`src/rtl/por_seq_pkg.sv`:
```
package por_seq_pkg;

  typedef enum logic [1:0] {
    ST_IDLE = 2'd0,
    ST_HOLD = 2'd1,
    ST_RUN  = 2'd2
  } seq_state_e;

  localparam int unsigned CHAIN_LEN   = 10;
  localparam int unsigned IDX_PM      = 0;
  localparam int unsigned IDX_SYSCLK  = 1;
  localparam int unsigned IDX_RET     = 2;
  localparam int unsigned IDX_PLL     = 3;
  localparam int unsigned IDX_COREPLL = 4;
  localparam int unsigned IDX_IC      = 5;
  localparam int unsigned IDX_PROCPLL = 6;
  localparam int unsigned IDX_CORE    = 7;
  localparam int unsigned IDX_PROCCLK = 8;
  localparam int unsigned IDX_BOOT    = 9;

  // Number of consecutive all-ready edges needed; a zero field waits one edge.
  function automatic int unsigned hold_edges(input int unsigned field);
    return (field == 0) ? 1 : field;
  endfunction

endpackage

```
`src/rtl/por_hold_timer.sv`:
```
module por_hold_timer #(
  parameter int unsigned RT_W = 8
) (
  input  logic            clk,
  input  logic            rst_n,
  input  logic            active,
  input  logic            all_ready,
  input  logic [RT_W-1:0] rst_time,
  output logic            expire
);
  import por_seq_pkg::*;

  logic [RT_W-1:0] cnt_q;
  logic [RT_W-1:0] last_cnt;

  assign last_cnt = RT_W'(hold_edges(32'(rst_time)) - 1);
  assign expire   = active && all_ready && (cnt_q == last_cnt);

  always_ff @(posedge clk or negedge rst_n) begin
    if (!rst_n) begin
      cnt_q <= '0;
    end else if (!active || !all_ready) begin
      cnt_q <= '0;
    end else if (!expire) begin
      cnt_q <= cnt_q + RT_W'(1);
    end
  end

  // a missing flag leaves the counter at its start on the next edge
  p_clear_on_drop_r4: assert property (@(posedge clk) disable iff (!rst_n)
    (active && !all_ready) |=> (cnt_q == '0))
    else $error("p_clear_on_drop_r4");

endmodule

```
`src/rtl/por_release_chain.sv`:
```
module por_release_chain #(
  parameter int unsigned LEN = 10
) (
  input  logic           clk,
  input  logic           rst_n,
  input  logic           advance,
  output logic [LEN-1:0] rel,
  output logic           done
);

  logic [LEN-1:0] rel_q;

  always_ff @(posedge clk or negedge rst_n) begin
    if (!rst_n) begin
      rel_q <= '0;
    end else if (advance && !rel_q[LEN-1]) begin
      rel_q <= {rel_q[LEN-2:0], 1'b1};
    end
  end

  assign rel  = rel_q;
  assign done = rel_q[LEN-1];

  generate
    for (genvar g = 1; g < LEN; g++) begin : g_order
      // a later stage is never on while an earlier one is off
      p_stage_order_r5: assert property (@(posedge clk) disable iff (!rst_n)
        rel_q[g] |-> rel_q[g-1])
        else $error("p_stage_order_r5");
    end
  endgenerate

  // at most one stage changes per edge
  p_one_step_r5: assert property (@(posedge clk) disable iff (!rst_n)
    $countones(rel_q ^ $past(rel_q)) <= 1)
    else $error("p_one_step_r5");

endmodule

```
`src/rtl/por_domain_gate.sv`:
```
module por_domain_gate #(
  parameter int unsigned NUM_DOM = 4
) (
  input  logic               clk,
  input  logic               rst_n,
  input  logic               core_up,
  input  logic               dsp_hold,
  input  logic [NUM_DOM-1:0] if_clk_en,
  output logic               dsp_rst_n,
  output logic [NUM_DOM-1:0] dom_rst_n
);

  always_ff @(posedge clk or negedge rst_n) begin
    if (!rst_n) begin
      dsp_rst_n <= 1'b0;
    end else begin
      dsp_rst_n <= core_up && !dsp_hold;
    end
  end

  generate
    for (genvar d = 0; d < NUM_DOM; d++) begin : g_dom
      always_ff @(posedge clk or negedge rst_n) begin
        if (!rst_n) begin
          dom_rst_n[d] <= 1'b0;
        end else begin
          dom_rst_n[d] <= core_up && if_clk_en[d];
        end
      end
    end
  endgenerate

  // no signal-processor release before the core is out of reset
  p_dsp_after_core_r8: assert property (@(posedge clk) disable iff (!rst_n)
    !core_up |=> !dsp_rst_n)
    else $error("p_dsp_after_core_r8");

  // no peripheral release before the core is out of reset
  p_dom_after_core_r9: assert property (@(posedge clk) disable iff (!rst_n)
    !core_up |=> (dom_rst_n == '0))
    else $error("p_dom_after_core_r9");

endmodule

```
`src/rtl/por_release_seq.sv`:
```
module por_release_seq #(
  parameter int unsigned RT_W       = 8,
  parameter int unsigned NUM_SW_DOM = 4
) (
  input  logic                  clk,
  input  logic                  ext_por_n,
  input  logic                  rail_proc_ok,
  input  logic                  rail_core_ok,
  input  logic                  rail_wkup_ok,
  input  logic                  clk_stable,
  input  logic                  memreg_ok,
  input  logic                  fuse_ready,
  input  logic [RT_W-1:0]       rst_time,
  input  logic                  sw_dsp_hold,
  input  logic [NUM_SW_DOM-1:0] sw_if_clk_en,
  output logic                  fuse_rst_n,
  output logic                  glob_por_rst_n,
  output logic                  glob_warm_rst_n,
  output logic                  pm_rst_n,
  output logic                  sysclk_en,
  output logic                  ret_rst_n,
  output logic                  pll_rst_n,
  output logic                  corepll_clk_en,
  output logic                  ic_clk_en,
  output logic                  procpll_clk_en,
  output logic                  core_rst_n,
  output logic                  proc_clk_en,
  output logic                  boot_en,
  output logic                  booted,
  output logic                  dsp_rst_n,
  output logic [NUM_SW_DOM-1:0] dom_rst_n
);
  import por_seq_pkg::*;

  seq_state_e           state_q;
  logic                 fuse_q;
  logic                 glob_q;
  logic                 booted_q;
  logic                 all_ready;
  logic                 hold_active;
  logic                 hold_expire;
  logic                 chain_adv;
  logic                 chain_done;
  logic [CHAIN_LEN-1:0] rel;

  assign all_ready   = rail_proc_ok && rail_core_ok && rail_wkup_ok &&
                       clk_stable && memreg_ok && fuse_ready;
  assign hold_active = (state_q == ST_HOLD);
  assign chain_adv   = (state_q == ST_RUN);

  por_hold_timer #(.RT_W(RT_W)) u_timer (
    .clk      (clk),
    .rst_n    (ext_por_n),
    .active   (hold_active),
    .all_ready(all_ready),
    .rst_time (rst_time),
    .expire   (hold_expire)
  );

  always_ff @(posedge clk or negedge ext_por_n) begin
    if (!ext_por_n) begin
      state_q <= ST_IDLE;
      fuse_q  <= 1'b0;
      glob_q  <= 1'b0;
    end else begin
      unique case (state_q)
        ST_IDLE: begin
          fuse_q  <= 1'b1;
          state_q <= ST_HOLD;
        end
        ST_HOLD: begin
          if (hold_expire) begin
            glob_q  <= 1'b1;
            state_q <= ST_RUN;
          end
        end
        default: state_q <= ST_RUN;
      endcase
    end
  end

  por_release_chain #(.LEN(CHAIN_LEN)) u_chain (
    .clk    (clk),
    .rst_n  (ext_por_n),
    .advance(chain_adv),
    .rel    (rel),
    .done   (chain_done)
  );

  always_ff @(posedge clk or negedge ext_por_n) begin
    if (!ext_por_n) begin
      booted_q <= 1'b0;
    end else if (chain_done) begin
      booted_q <= 1'b1;
    end
  end

  por_domain_gate #(.NUM_DOM(NUM_SW_DOM)) u_dom (
    .clk      (clk),
    .rst_n    (ext_por_n),
    .core_up  (rel[IDX_CORE]),
    .dsp_hold (sw_dsp_hold),
    .if_clk_en(sw_if_clk_en),
    .dsp_rst_n(dsp_rst_n),
    .dom_rst_n(dom_rst_n)
  );

  assign fuse_rst_n      = fuse_q;
  assign glob_por_rst_n  = glob_q;
  assign glob_warm_rst_n = glob_q;
  assign pm_rst_n        = rel[IDX_PM];
  assign sysclk_en       = rel[IDX_SYSCLK];
  assign ret_rst_n       = rel[IDX_RET];
  assign pll_rst_n       = rel[IDX_PLL];
  assign corepll_clk_en  = rel[IDX_COREPLL];
  assign ic_clk_en       = rel[IDX_IC];
  assign procpll_clk_en  = rel[IDX_PROCPLL];
  assign core_rst_n      = rel[IDX_CORE];
  assign proc_clk_en     = rel[IDX_PROCCLK];
  assign boot_en         = rel[IDX_BOOT];
  assign booted          = booted_q;

  // the fuse array is out of reset before the global release
  p_fuse_first_r2: assert property (@(posedge clk) disable iff (!ext_por_n)
    $rose(glob_q) |-> $past(fuse_q))
    else $error("p_fuse_first_r2");

  // global release only on an edge where every flag was high
  p_glob_ready_r3: assert property (@(posedge clk) disable iff (!ext_por_n)
    $rose(glob_q) |-> $past(all_ready))
    else $error("p_glob_ready_r3");

  // a dropped flag during the hold blocks release on that edge
  p_no_release_on_drop_r4: assert property (@(posedge clk) disable iff (!ext_por_n)
    (hold_active && !all_ready) |=> !glob_q)
    else $error("p_no_release_on_drop_r4");

  // flags cannot re-assert the global reset
  p_glob_stays_r6: assert property (@(posedge clk) disable iff (!ext_por_n)
    glob_q |=> glob_q)
    else $error("p_glob_stays_r6");

  // the chain starts only after the global release
  p_chain_after_glob_r5: assert property (@(posedge clk) disable iff (!ext_por_n)
    rel[IDX_PM] |-> glob_q)
    else $error("p_chain_after_glob_r5");

  // status is sticky and follows the boot enable
  p_booted_sticky_r7: assert property (@(posedge clk) disable iff (!ext_por_n)
    booted_q |=> booted_q)
    else $error("p_booted_sticky_r7");

  p_booted_after_boot_r7: assert property (@(posedge clk) disable iff (!ext_por_n)
    $rose(booted_q) |-> $past(rel[IDX_BOOT]))
    else $error("p_booted_after_boot_r7");

endmodule

```
`config.mk`:
```
export PLATFORM = sky130hd
export DESIGN_NAME = por_release_seq
export DESIGN_NICKNAME = d
export VERILOG_FILES = /design/src/rtl/por_seq_pkg.sv /design/src/rtl/por_hold_timer.sv /design/src/rtl/por_release_chain.sv /design/src/rtl/por_domain_gate.sv /design/src/rtl/por_release_seq.sv
export SDC_FILE = /design/constraint.sdc
export NUM_CORES = 1
export LEC_CHECK = 0
export CORE_UTILIZATION = 27
export DETAILED_ROUTE_END_ITERATION = 10
export PLACE_DENSITY = 0.48
export RECOVER_POWER = 100
export SETUP_SLACK_MARGIN = 0.5
export SYNTH_ARGS = -nofsm -noshare
export SYNTH_HDL_FRONTEND = slang
export SYNTH_SLANG_ARGS = --single-unit
```
`constraint.sdc`:
```
create_clock -name clk -period 3.4 [get_ports clk]
set_clock_uncertainty 0.05 [all_clocks]
set_input_delay 0.85 -clock clk [delete_from_list [all_inputs] [get_ports clk]]
set_output_delay 0.85 -clock clk [all_outputs]
set_load 0.03 [all_outputs]
```
* Word-level counts from Yosys, hierarchy flattened
Index checks and enable logic that the tools add are counted.
Storage, ports and cells: word-level logic and storage cells 44, register bits after elaboration 28, input bits 21
Cells by class: reduce and logical (&&, ||, !) cells 21, $add $sub $neg 2, multiplexer cells 5, equal/unequal tests 5
Operators by type and width (count):
- 8-bit 2-to-1 mux | 3
- 1-bit logical AND | 13
- 8-bit by 1-bit adder with 8-bit output, second input constant | 1
- 8-bit equality test | 1
- 8-bit logical NOT | 1
- 8-bit by 1-bit subtractor with 8-bit output, second input constant | 1
- 1-bit logical NOT | 4
- 2-bit case mux with 2 select lines | 1
- 2-bit by 1-bit equality test with 1-bit output, second input constant | 1
- 2-bit equality test, second input constant | 1
- 2-bit logical NOT | 1
- 2-bit 2-to-1 mux | 1
- 2-bit by 1-bit != test with 1-bit output, second input constant | 1
- 2-bit != test, second input constant | 1
- 2-bit AND reduction | 1
- 1-bit logical OR | 1

* Longest topological paths before layout
Gate-level depths: netlist of run 1.
depth after elaboration 9, depth in mapped cells 11

* By module
Synthesis of run 1 repeated with hierarchy kept, for this count alone.
Unflattened totals: cell total of the unflattened synthesis 134, area total of the unflattened synthesis 1485.2 µm²
Modules (own cells, without submodules):
- por_hold_timer | times used 1, sequential area each 200.2 µm², cells each 84, area each 708.2 µm²
- por_release_chain | times used 1, sequential area each 250.2 µm², cells each 23, area each 417.9 µm²
- por_release_seq | times used 1, sequential area each 125.1 µm², cells each 17, area each 200.2 µm²
- por_domain_gate | times used 1, sequential area each 125.1 µm², cells each 10, area each 158.9 µm²

* Least setup slack after synthesis of run 1
OpenSTA, ideal clock, no wires.
path type in2reg, start input rst_time[3], end register u_timer.cnt_q[7], setup slack 607 ps, stages on the path 10, data required time 3272 ps, data arrival time 2665 ps, library setup time 78 ps, cells stage by stage nor3_1 -> a31oi_1 -> ha_1 -> and4bb_2 -> o221ai_1 -> a221oi_2 -> and4b_1 -> buf_6 -> or4_1 -> a21oi_1
On the way: cells in the longest elaborated chain, start to end 6
RTL lines:
- start: declaration | RTL line por_release_seq.sv:13 | input logic [RT_W-1:0] rst_time,
- 8-bit logical NOT | RTL line por_seq_pkg.sv:23 | return (field == 0) ? 1 : field;
- 8-bit 2-to-1 mux * | RTL line por_seq_pkg.sv:23
- 8-bit by 1-bit subtractor with 8-bit output * | RTL line por_hold_timer.sv:16 | assign last_cnt = RT_W'(hold_edges(32'(rst_time)) - 1);
- 8-bit equality test * | RTL line por_hold_timer.sv:17 | assign expire = active && all_ready && (cnt_q == last_cnt);
- 1-bit logical AND * | RTL line por_hold_timer.sv:17
- 2-bit by 1-bit != test with 1-bit output (no line) *
- end signal: assignment | RTL line por_hold_timer.sv:25 | cnt_q <= cnt_q + RT_W'(1);
- end: declaration | RTL line por_hold_timer.sv:13 | logic [RT_W-1:0] cnt_q;
Every way passes the cells marked *; elsewhere a longest branch is shown, timed or not. A chain may end at the register's enable or synchronous reset.

* Worst setup path in the final report of run 1
start input rst_time[0], end register u_timer.cnt_q[1]
The elaborated chain is that of the path after synthesis.

==> metrics.yaml, run 1 <==
run_status:
  status: "complete, but fails checks"
  violations: "capacitance limit"
clock_tree:
  clock_path_buffers: 2
  cts_tree: "done"
  cts_max_level: 1
  clkSlewWorstSetupHoldPaths_ns: 0.09
  insertion_delay_ns: 0.27
  cts.sinks: 28
  cts_root_buf: "clkbuf_8"
  cts_buffers: 3
drt:
  wl_met1_um: 1540
  post_drt_wl_per_cell_um: 13.8
  finalWirelength_um: 3380
  postRouteAntennaNets: 0
  route.met3.wl_um: 134
  vias: 1188
  highest_layer: "met4"
  dr.pass1.iters: 4
  wl_met2_um: 1650
  drcViolationCount: 0
  drt_iter0_drc: 27
  vias_per_cell: 4.87
floorplanning:
  core_um2: 4880
  start_util_pct: 28.9
  die_area_um2: 5510
  placementRows: 25
  die_y_um: 74.2
  io_pins: 40
  fp.dieW_um: 74.2
placed_design:
  placed_cell_area_um2: 1930
  gp_congestion: 0.830
  dpl.cell_count: 236
  hpwl_um: 2310
  port_buffers: 39
power:
  p_int_uw: 533
  p_comb_share_pct: 11.7
  switching_power_uw: 140
  p_total_uw: 672
  p_clk_share_pct: 38.3
  power_density_nw_per_um2: 320
  seq_power_share_pct: 50.0
  power.leakage_nw: 0.946
  swShare_pct: 20.8
  vdd_drop_max_mv: 0.202
global_routing:
  grt_pass1_wl_um: 5650
  grt_pass1_vias: 1239
  antenna_found_initial: 0
  grt_max_degree: 29
  grt_util_all_layers_pct: 13.0
  overflow: 0
layout:
  n_antenna_cell: 0
  layout.cells.non_filler: 244
  drive_gt1_share_pct: 28.8
  final_area_um2: 2100
  syn_to_final_growth_pct: 49.1
  layout.nets: 201
  final_cell_mix: "dfrtp_1 (28), dlygate4sd3_1 (21), clkdlybuf4s50_1 (10), mux2_2 (8), buf_4 (8)"
  final_core_util_pct: 43.1
  mostFrequentLayoutCell: "dfrtp_1"
sta:
  timing.fmax_mhz: 338
  fin_crit_ns: 2.96
  relSlewSlack_pct: 0.0217
  setup_viol: 0
  rsz0062_at_grt: "false"
  period_share_pct: 87.0
  hold_viol_final: 0
  whs_ns: 0.432
  tightestPinTransition_ns: 1.50
  slew_violations: 0
worst_setup_path:
  cp-start-kind: "input pin"
  crit_required_ns: 3.51
  critical-path-top-delay-family: "simple AND/OR/NAND/NOR gates"
  slowest_stage: "and4b_1"
  cp_num_buf_inv: 2
  worstSetupPathType: "in -> reg"
  end_kind: "flip-flop"
  path_cells: "clkdlybuf4s15_1, a31oi_1, ha_4, nand2b_1, or3_4, a221oi_2, and4b_1, buf_12, mux2i_1, nor2_1"
  path_max_fanout: 8
  slowest_delay_ns: 0.39
  cp_data_arrival_time_ns: 3.07
synth:
  ys_async_sr_fraction_pct: 100
  ys_seq_area_share_pct: 49.7
  netlist_area_um2: 1410
  synth_ff_type: "dfrtp_1"
  synth_cells: 125
  synth_nets: 148
  ys_ff_latch: 28
  synth_edf_count: 0
  yosys_warnings: 0
  ys_types: 46
  syn_area_per_cell_um2: 11.3
run:
  cap_violations: 1
hold_path:
  min_path_type: "reg -> reg"
==> stage by stage <==
stage	setup TNS [ns]	worst slack (ns)
3_5_place_dp	-0.0935	-0.0606
5_1_grt	0	0.297
3_3_place_gp	-0.0441	-0.0441
6_report	0	0.443
2_1_floorplan	0	0.607
4_1_cts	0	0.437
==> cell usage after synthesis, drive strengths merged, types with 2 or more instances <==
| cell | number | share of area, % |
|---|---|---|
| mux2 | 8 | 6.4 |
| xor2 | 3 | 1.9 |
| buf | 5 | 2.8 |
| o21ai | 7 | 2.5 |
| nor2 | 6 | 1.6 |
| or3 | 8 | 4.3 |
| a21oi | 6 | 2.1 |
| nand4 | 3 | 1.3 |
| nand2 | 2 | 0.53 |
| o311ai | 3 | 2.4 |
| or2 | 3 | 1.3 |
| o31ai | 3 | 1.6 |
| xnor2 | 2 | 1.2 |
| ha | 2 | 1.8 |
| dfrtp | 28 | 50 |
| and2 | 5 | 2.2 |
| inv | 5 | 1.3 |
| or4 | 2 | 1.1 |
| a21o | 2 | 1.1 |
| nor2b | 3 | 1.3 |
==> kinds of logic (layout without fill, tap and decap cells) <==
logic type / Yosys count / count (layout) / synth area share, %
AO/OA/AOI/OAI: 29 / 29 / 14.7
XOR/XNOR: 5 / 5 / 3.11
adder cells (fa/ha/maj): 2 / 2 / 1.78
buffers and inverters: 10 / 62 / 4.08
flip-flops: 28 / 28 / 49.7
multiplexers: 9 / 9 / 7.11
AND/OR/NAND/NOR: 42 / 42 / 19.5
==> worst register-to-register path, stage by stage, from the launching register on <==
cell and delay (ns):
dfrtp_1 0.45, xor2_1 0.24, or4b_2 0.64, o311ai_1 0.12
and4b_1 0.42, buf_12 0.16, mux2i_1 0.17, nor2_1 0.05
==> metal layers <==
| metal | up-vias | track usage (%) |
|---|---|---|
| li1 | 563 | - |
| met4 | 0 | 4.19 |
| met1 | 580 | 17.5 |
| met2 | 39 | 21.7 |
| met3 | 6 | 1.90 |
| met5 | - | 0 |
==> repair_timing <==
action | CTS | global route
buffers inserted | 1 | 2
endpoints found under the setup margin | 11 | 10
pin swaps | 8 | 14
gates resized for setup | 15 | 30
cloned | 1 | 0
hold buffers | 0 | 0
==> flip-flops by register name (all words and copies together), names as in the netlist <==
register and flops:
booted 1, fuse_rst_n 1, glob_por_rst_n 1, state_q 2, u_chain.rel 10, u_dom.dom_rst_n 4, u_dom.dsp_rst_n 1, u_timer.cnt_q 8
==> power groups by stage <==
stage	Sequential, mW	Clock [mW]	Combinational, mW
after floorplan	0.347	0	0.0183
after global placement	0.343	0	0.0705
after detailed placement	0.343	0	0.0714
after CTS	0.336	0.264	0.0722
after global routing	0.337	0.277	0.0850
final	0.336	0.258	0.0783
==> worst paths after layout <==
kind	start	endpoint	slack, ns	cells after the start
setup / recovery	rst_time[0]	u_timer.cnt_q[1]	0.44	10
hold / removal	booted	booted	0.43	1
setup reg to reg	u_timer.cnt_q[3]	u_timer.cnt_q[1]	0.99	7
hold reg to reg	booted	booted	0.43	1
max in group asynchronous	ext_por_n	u_timer.cnt_q[5]	1.02	2
min in group asynchronous	ext_por_n	glob_por_rst_n	1.41	2
==> layout make-up <==
class	count	area, um^2
well taps	67	83.8
repair buffers	53	493
multi-input cells	87	733
inverters	5	18.8
clock inverters	1	30.0
fillers	483	2780
clock buffers	3	41.3
flip-flops and latches	28	701
(Power assumes the default switching activity.)
==> run 2, diff against run 1 <==
==> constraint.sdc (replaced) <==
create_clock -name clk -period 3.4 [get_ports clk]
set_clock_uncertainty 0.05 [all_clocks]
set_input_delay 0.68 -clock clk [delete_from_list [all_inputs] [get_ports clk]]
set_output_delay 0.68 -clock clk [all_outputs]
set_load 0.03 [all_outputs]
==> run 2 against run 1 <==
The run ends with capacitance limit, slew limit left. Clock power about the same. Cell area decreased by 3.2%. Hold slack worse by 0.0024 ns. Fmax rose by 4.2%. Register-to-register slack worse by 0.06 ns. Largest cell class is now registers.
==> metrics.yaml, run 2 (same netlist as run 1, synthesis figures left out) <==
worst_setup_path:
  worstSetupPathType: "in -> reg"
  slowest_stage: "or3_1"
  cp_num_buf_inv: 2
  crit_required_ns: 3.52
  r2r_slack_ns: 0.93
  critical-path-top-delay-family: "simple AND/OR/NAND/NOR gates"
  cp_data_arrival_time_ns: 2.95
  path_max_fanout: 8
  end_kind: "flip-flop"
  cp-start-kind: "input pin"
  slowest_delay_ns: 0.38
  path_cells: "clkbuf_1, nor2_1, a31oi_4, ha_1, nand2b_1, or3_1, a221oi_2, and4b_1, clkbuf_1, mux2i_1, nor2_1"
run_status:
  violations: "capacitance limit, slew limit"
  status: "complete, but fails checks"
layout:
  nFillCells: 493
  drive_gt1_share_pct: 21.3
  mostFrequentLayoutCell: "dfrtp_1"
  final_cell_mix: "dfrtp_1 (28), dlygate4sd3_1 (23), mux2_2 (8), clkdlybuf4s50_1 (8), buf_4 (7)"
  layout.nets: 198
  syn_to_final_growth_pct: 44.3
  n_antenna_cell: 0
  largest_reg_flops: 10
sta:
  hold_viol_final: 0
  fin_crit_ns: 2.84
  rsz0062_at_grt: "false"
  whs_ns: 0.429
  slew_violations: 28
  relSlewSlack_pct: -0.165
  finalSetupTns_ns: 0
  period_share_pct: 83.4
  setup_viol: 0
  timing.fmax_mhz: 353
  tightestPinTransition_ns: 1.50
drt:
  postRouteAntennaNets: 0
  drt_iter0_drc: 28
  finalWirelength_um: 3290
  post_drt_wl_per_cell_um: 13.6
  vias_per_cell: 4.81
  vias: 1160
  dr.pass1.iters: 4
  drcViolationCount: 0
power:
  power_density_nw_per_um2: 328
  swShare_pct: 20.6
  p_comb_share_pct: 10.7
  switching_power_uw: 137
  p_clk_share_pct: 38.8
  power.leakage_nw: 0.962
  vdd_drop_max_mv: 0.166
  seq_power_share_pct: 50.4
  p_int_uw: 529
floorplanning:
  placementRows: 25
  core_um2: 4880
  die_y_um: 74.2
  fp.dieW_um: 74.2
  start_util_pct: 28.9
  io_pins: 40
  die_area_um2: 5510
run:
  cap_violations: 1
global_routing:
  grt_pass1_vias: 1191
  overflow: 0
  grt_pass1_wl_um: 5450
  grt_util_all_layers_pct: 12.7
  grt_max_degree: 29
  antenna_found_initial: 0
placed_design:
  port_buffers: 39
  gp_congestion: 0.831
  hpwl_um: 2310
clock_tree:
  cts_root_buf: "clkbuf_8"
  cts_tree: "done"
  clock_path_buffers: 2
  cts.sinks: 28
  insertion_delay_ns: 0.27
  cts_max_level: 1
  cts_buffers: 3
  clkSlewWorstSetupHoldPaths_ns: 0.09
hold_path:
  min_path_type: "reg -> reg"
==> run 2: changes by cell type in the layout (fill, tap and decap cells not counted), sizes merged <==
cell | before | now
clkdlybuf4s15 | 1 | 0
dlygate4sd3 | 21 | 23
clkbuf | 12 | 9
buf | 12 | 7
clkdlybuf4s50 | 10 | 8
dlymetal6s2s | 0 | 6
==> run 2: stage by stage <==
| stage | instances | cell area [um^2] | worst slack (ns) | power (mW) | util [%] |
|---|---|---|---|---|---|
| final | 241 | 2030 | 0.563 | 0.667 | 41.7 |
| after global routing | 241 | 2030 | 0.308 | 0.695 | 41.7 |
| after CTS | 240 | 2020 | 0.501 | 0.679 | 41.5 |
| after detailed placement | 234 | 1920 | 0.0913 | 0.413 | 39.3 |
| after global placement | 234 | 1920 | 0.100 | 0.413 | 39.3 |
| after floorplan | 125 | 1410 | 0.777 | 0.365 | - |
==> run 2: cell type report <==
cell class	count	area (um^2)	share of cell area [%]
clock buffers	3	41.3	2.03
clock inverters	1	30.0	1.48
inverters	5	18.8	0.923
multi-input cells	87	697	34.3
flip-flops and latches	28	701	34.5
well taps	67	83.8	4.12
repair buffers	50	462	22.7
==> run 2: final timing paths <==
kind                                  start  depth (start not counted)               end
max in group asynchronous         ext_por_n                          2    u_chain.rel[3]
setup reg to reg           u_timer.cnt_q[3]                          7  u_timer.cnt_q[1]
setup / recovery                rst_time[1]                         11  u_timer.cnt_q[1]
min in group asynchronous         ext_por_n                          2        state_q[0]
hold / removal                       booted                          1            booted
hold reg to reg                      booted                          1            booted
==> run 2: metal layers <==
| metal | vias up | GRT usage [%] | wire length [um] | share of wire, % |
|---|---|---|---|---|
| li1 | 560 | - | - | - |
| met1 | 567 | 18.0 | 1530 | 47 |
| met2 | 31 | 19.7 | 1570 | 48 |
| met3 | 2 | 2.03 | 168 | 5.1 |
| met4 | 0 | 4.61 | 14 | 0.43 |
| met5 | - | 0 | 0 | 0 |
==> run 2: repair_timing <==
| item | in CTS | in global routing |
|---|---|---|
| endpoints found under the setup margin | 9 | 11 |
| hold buffers | 0 | 0 |
| cloned | 0 | 1 |
| buffers inserted | 2 | 0 |
| resized for setup | 6 | 18 |
| pin swaps | 6 | 7 |
==> run 2: power groups by stage <==
stage / clock [mW] / sequential, mW / combinational, mW
2_1_floorplan: 0 / 0.347 / 0.0183
3_3_place_gp: 0 / 0.343 / 0.0698
3_5_place_dp: 0 / 0.343 / 0.0697
4_1_cts: 0.268 / 0.337 / 0.0737
5_1_grt: 0.280 / 0.337 / 0.0783
6_report: 0.259 / 0.336 / 0.0715
==> run 3, diff against run 2 <==
==> constraint.sdc (replaced) <==
create_clock -name clk -period 2.9 [get_ports clk]
set_clock_uncertainty 0.05 [all_clocks]
set_input_delay 0.58 -clock clk [delete_from_list [all_inputs] [get_ports clk]]
set_output_delay 0.58 -clock clk [all_outputs]
set_load 0.03 [all_outputs]
==> run 3 against run 2 <==
The flow still finishes with violations (capacitance limit, slew limit). Largest cell class is now multi-input gates. Die area stayed put. Via count is 4.7% higher. Largest power group unchanged. Combinational power is 38% higher. Highest routed layer unchanged. Critical endpoint is now state_q[0]. Global-route usage is 1.3 points higher. Cell count is 3.7% higher.
==> metrics.yaml, run 3 (same netlist as run 1, synthesis figures left out) <==
run_status:
  status: "complete, but fails checks"
  violations: "capacitance limit, slew limit"
worst_setup_path:
  r2r_slack_ns: 0.34
  crit_start: "rst_time[3]"
  slowest_delay_ns: 0.62
  setup.worst_path.end: "state_q[0]"
  cp_data_arrival_time_ns: 2.75
  timing.rr.start: "u_timer.cnt_q[3]"
  path_max_fanout: 7
  cpMostUsedCell: "clkbuf_1"
  end_kind: "flip-flop"
  r2r_cells: 9
  worstSetupPathType: "in -> reg"
  slowest_stage: "or4b_2"
  cp-start-kind: "input pin"
  r2r_end: "state_q[0]"
  crit_required_ns: 3.02
  path_cells: "buf_2, buf_4, xor2_1, or4b_2, o311ai_1, and4b_1, clkbuf_1, clkbuf_1, clkbuf_4, a21o_1, inv_1"
power:
  p_clk_share_pct: 38.0
  p_comb_share_pct: 12.4
  power.leakage_nw: 0.964
  vdd_drop_max_mv: 0.200
  swShare_pct: 20.7
  seq_power_share_pct: 49.6
  p_int_uw: 630
  power_density_nw_per_um2: 369
  p_total_uw: 795
  switching_power_uw: 165
sta:
  timing.fmax_mhz: 380
  slew_violations: 29
  finalSetupTns_ns: 0
  fin_crit_ns: 2.63
  setup_viol: 0
  rsz0062_at_grt: "true"
  tightestPinTransition_ns: 1.53
  relSlewSlack_pct: -1.68
  period_share_pct: 90.7
  whs_ns: 0.431
  hold_viol_final: 0
placed_design:
  port_buffers: 39
  dpl.cell_count: 240
  gp_congestion: 0.814
  hpwl_um: 2390
layout:
  final_cell_mix: "dfrtp_1 (28), dlygate4sd3_1 (22), buf_4 (11), clkdlybuf4s50_1 (9), mux2_2 (8)"
  layout.cells.non_filler: 250
  largest_reg_flops: 10
  syn_to_final_growth_pct: 52.8
  layout.nets: 207
  n_antenna_cell: 0
  drive_gt1_share_pct: 31.7
  mostFrequentLayoutCell: "dfrtp_1"
clock_tree:
  insertion_delay_ns: 0.27
  cts_root_buf: "clkbuf_8"
  clock_path_buffers: 2
  cts.sinks: 28
  cts_tree: "done"
  cts_max_level: 1
  holdBufCountCts: 0
  clkSlewWorstSetupHoldPaths_ns: 0.09
  cts_buffers: 3
global_routing:
  overflow: 0
  antenna_found_initial: 0
  grt_pass1_wl_um: 5910
  grt_pass1_vias: 1272
  grt_max_degree: 29
  grt_util_all_layers_pct: 14.0
floorplanning:
  placementRows: 25
  start_util_pct: 28.9
  die_area_um2: 5510
  core_um2: 4880
  fp.dieW_um: 74.2
  die_y_um: 74.2
  io_pins: 40
run:
  cap_violations: 1
drt:
  post_drt_wl_per_cell_um: 13.9
  drcViolationCount: 0
  vias: 1215
  postRouteAntennaNets: 0
  drt_iter0_drc: 53
  finalWirelength_um: 3490
  dr.pass1.iters: 4
  vias_per_cell: 4.86
hold_path:
  min_path_type: "reg -> reg"
run 3: per-layer routing:
layer	vias to the layer above	track usage, %	part of all wire (%)
met1	601	17.6	44
li1	577	-	-
met4	0	5.45	1.6
met3	4	1.90	4.3
met5	-	0	0
met2	33	24.5	50
run 3: power groups by stage:
stage | Sequential (mW) | Combinational, mW | Clock [mW]
floorplan | 0.406 | 0.0231 | 0
global route | 0.395 | 0.108 | 0.334
CTS | 0.394 | 0.0998 | 0.316
detailed placement | 0.402 | 0.0909 | 0
finish | 0.394 | 0.0988 | 0.302
global placement | 0.402 | 0.0900 | 0
run 3: timing repair:
item / CTS / global route
endpoints found under the hold margin: 0 / 0
pin swaps: 21 / 13
gates resized for setup: 51 / 10
setup buffers: 4 / 1
cloned: 1 / 0
endpoints found under the setup margin: 11 / 9
run 3: critical path, delay by kind of cell:
family | cells | cell delay (ns)
and+or+nand+nor | 2 | 0.90
buffers and inverters | 6 | 0.88
AOI/OAI and AO/OA | 2 | 0.24
xor gates and xnor gates | 1 | 0.15
run 3: layout make-up:
type,instances,area [um^2]
multi-input cells,87,758
repair buffers,59,520
flip-flops and latches,28,701
well taps,67,83.8
clock buffers,3,41.3
inverters,5,18.8
fillers,464,2730
clock inverters,1,30.0
run 3: how the worst min path moves through the flow:
stage / slack [ns] / from / end / depth (start not counted)
2_1_floorplan: 0.23 / ext_por_n / booted / 0
3_3_place_gp: 0.40 / booted / booted / 1
3_5_place_dp: 0.41 / booted / booted / 1
4_1_cts: 0.44 / fuse_rst_n / fuse_rst_n / 1
5_1_grt: 0.46 / booted / booted / 1
6_report: 0.43 / fuse_rst_n / fuse_rst_n / 1
run 3: stage by stage:
| step | util (%) | setup slack (ns) | area [um^2] |
|---|---|---|---|
| after CTS | 44.5 | 0.403 | 2170 |
| after global routing | 44.1 | 0.210 | 2150 |
| final | 44.1 | 0.269 | 2150 |
| after floorplan | - | 0.415 | 1430 |
| after detailed placement | 40.6 | -0.238 | 1980 |
| after global placement | 40.6 | -0.207 | 1980 |
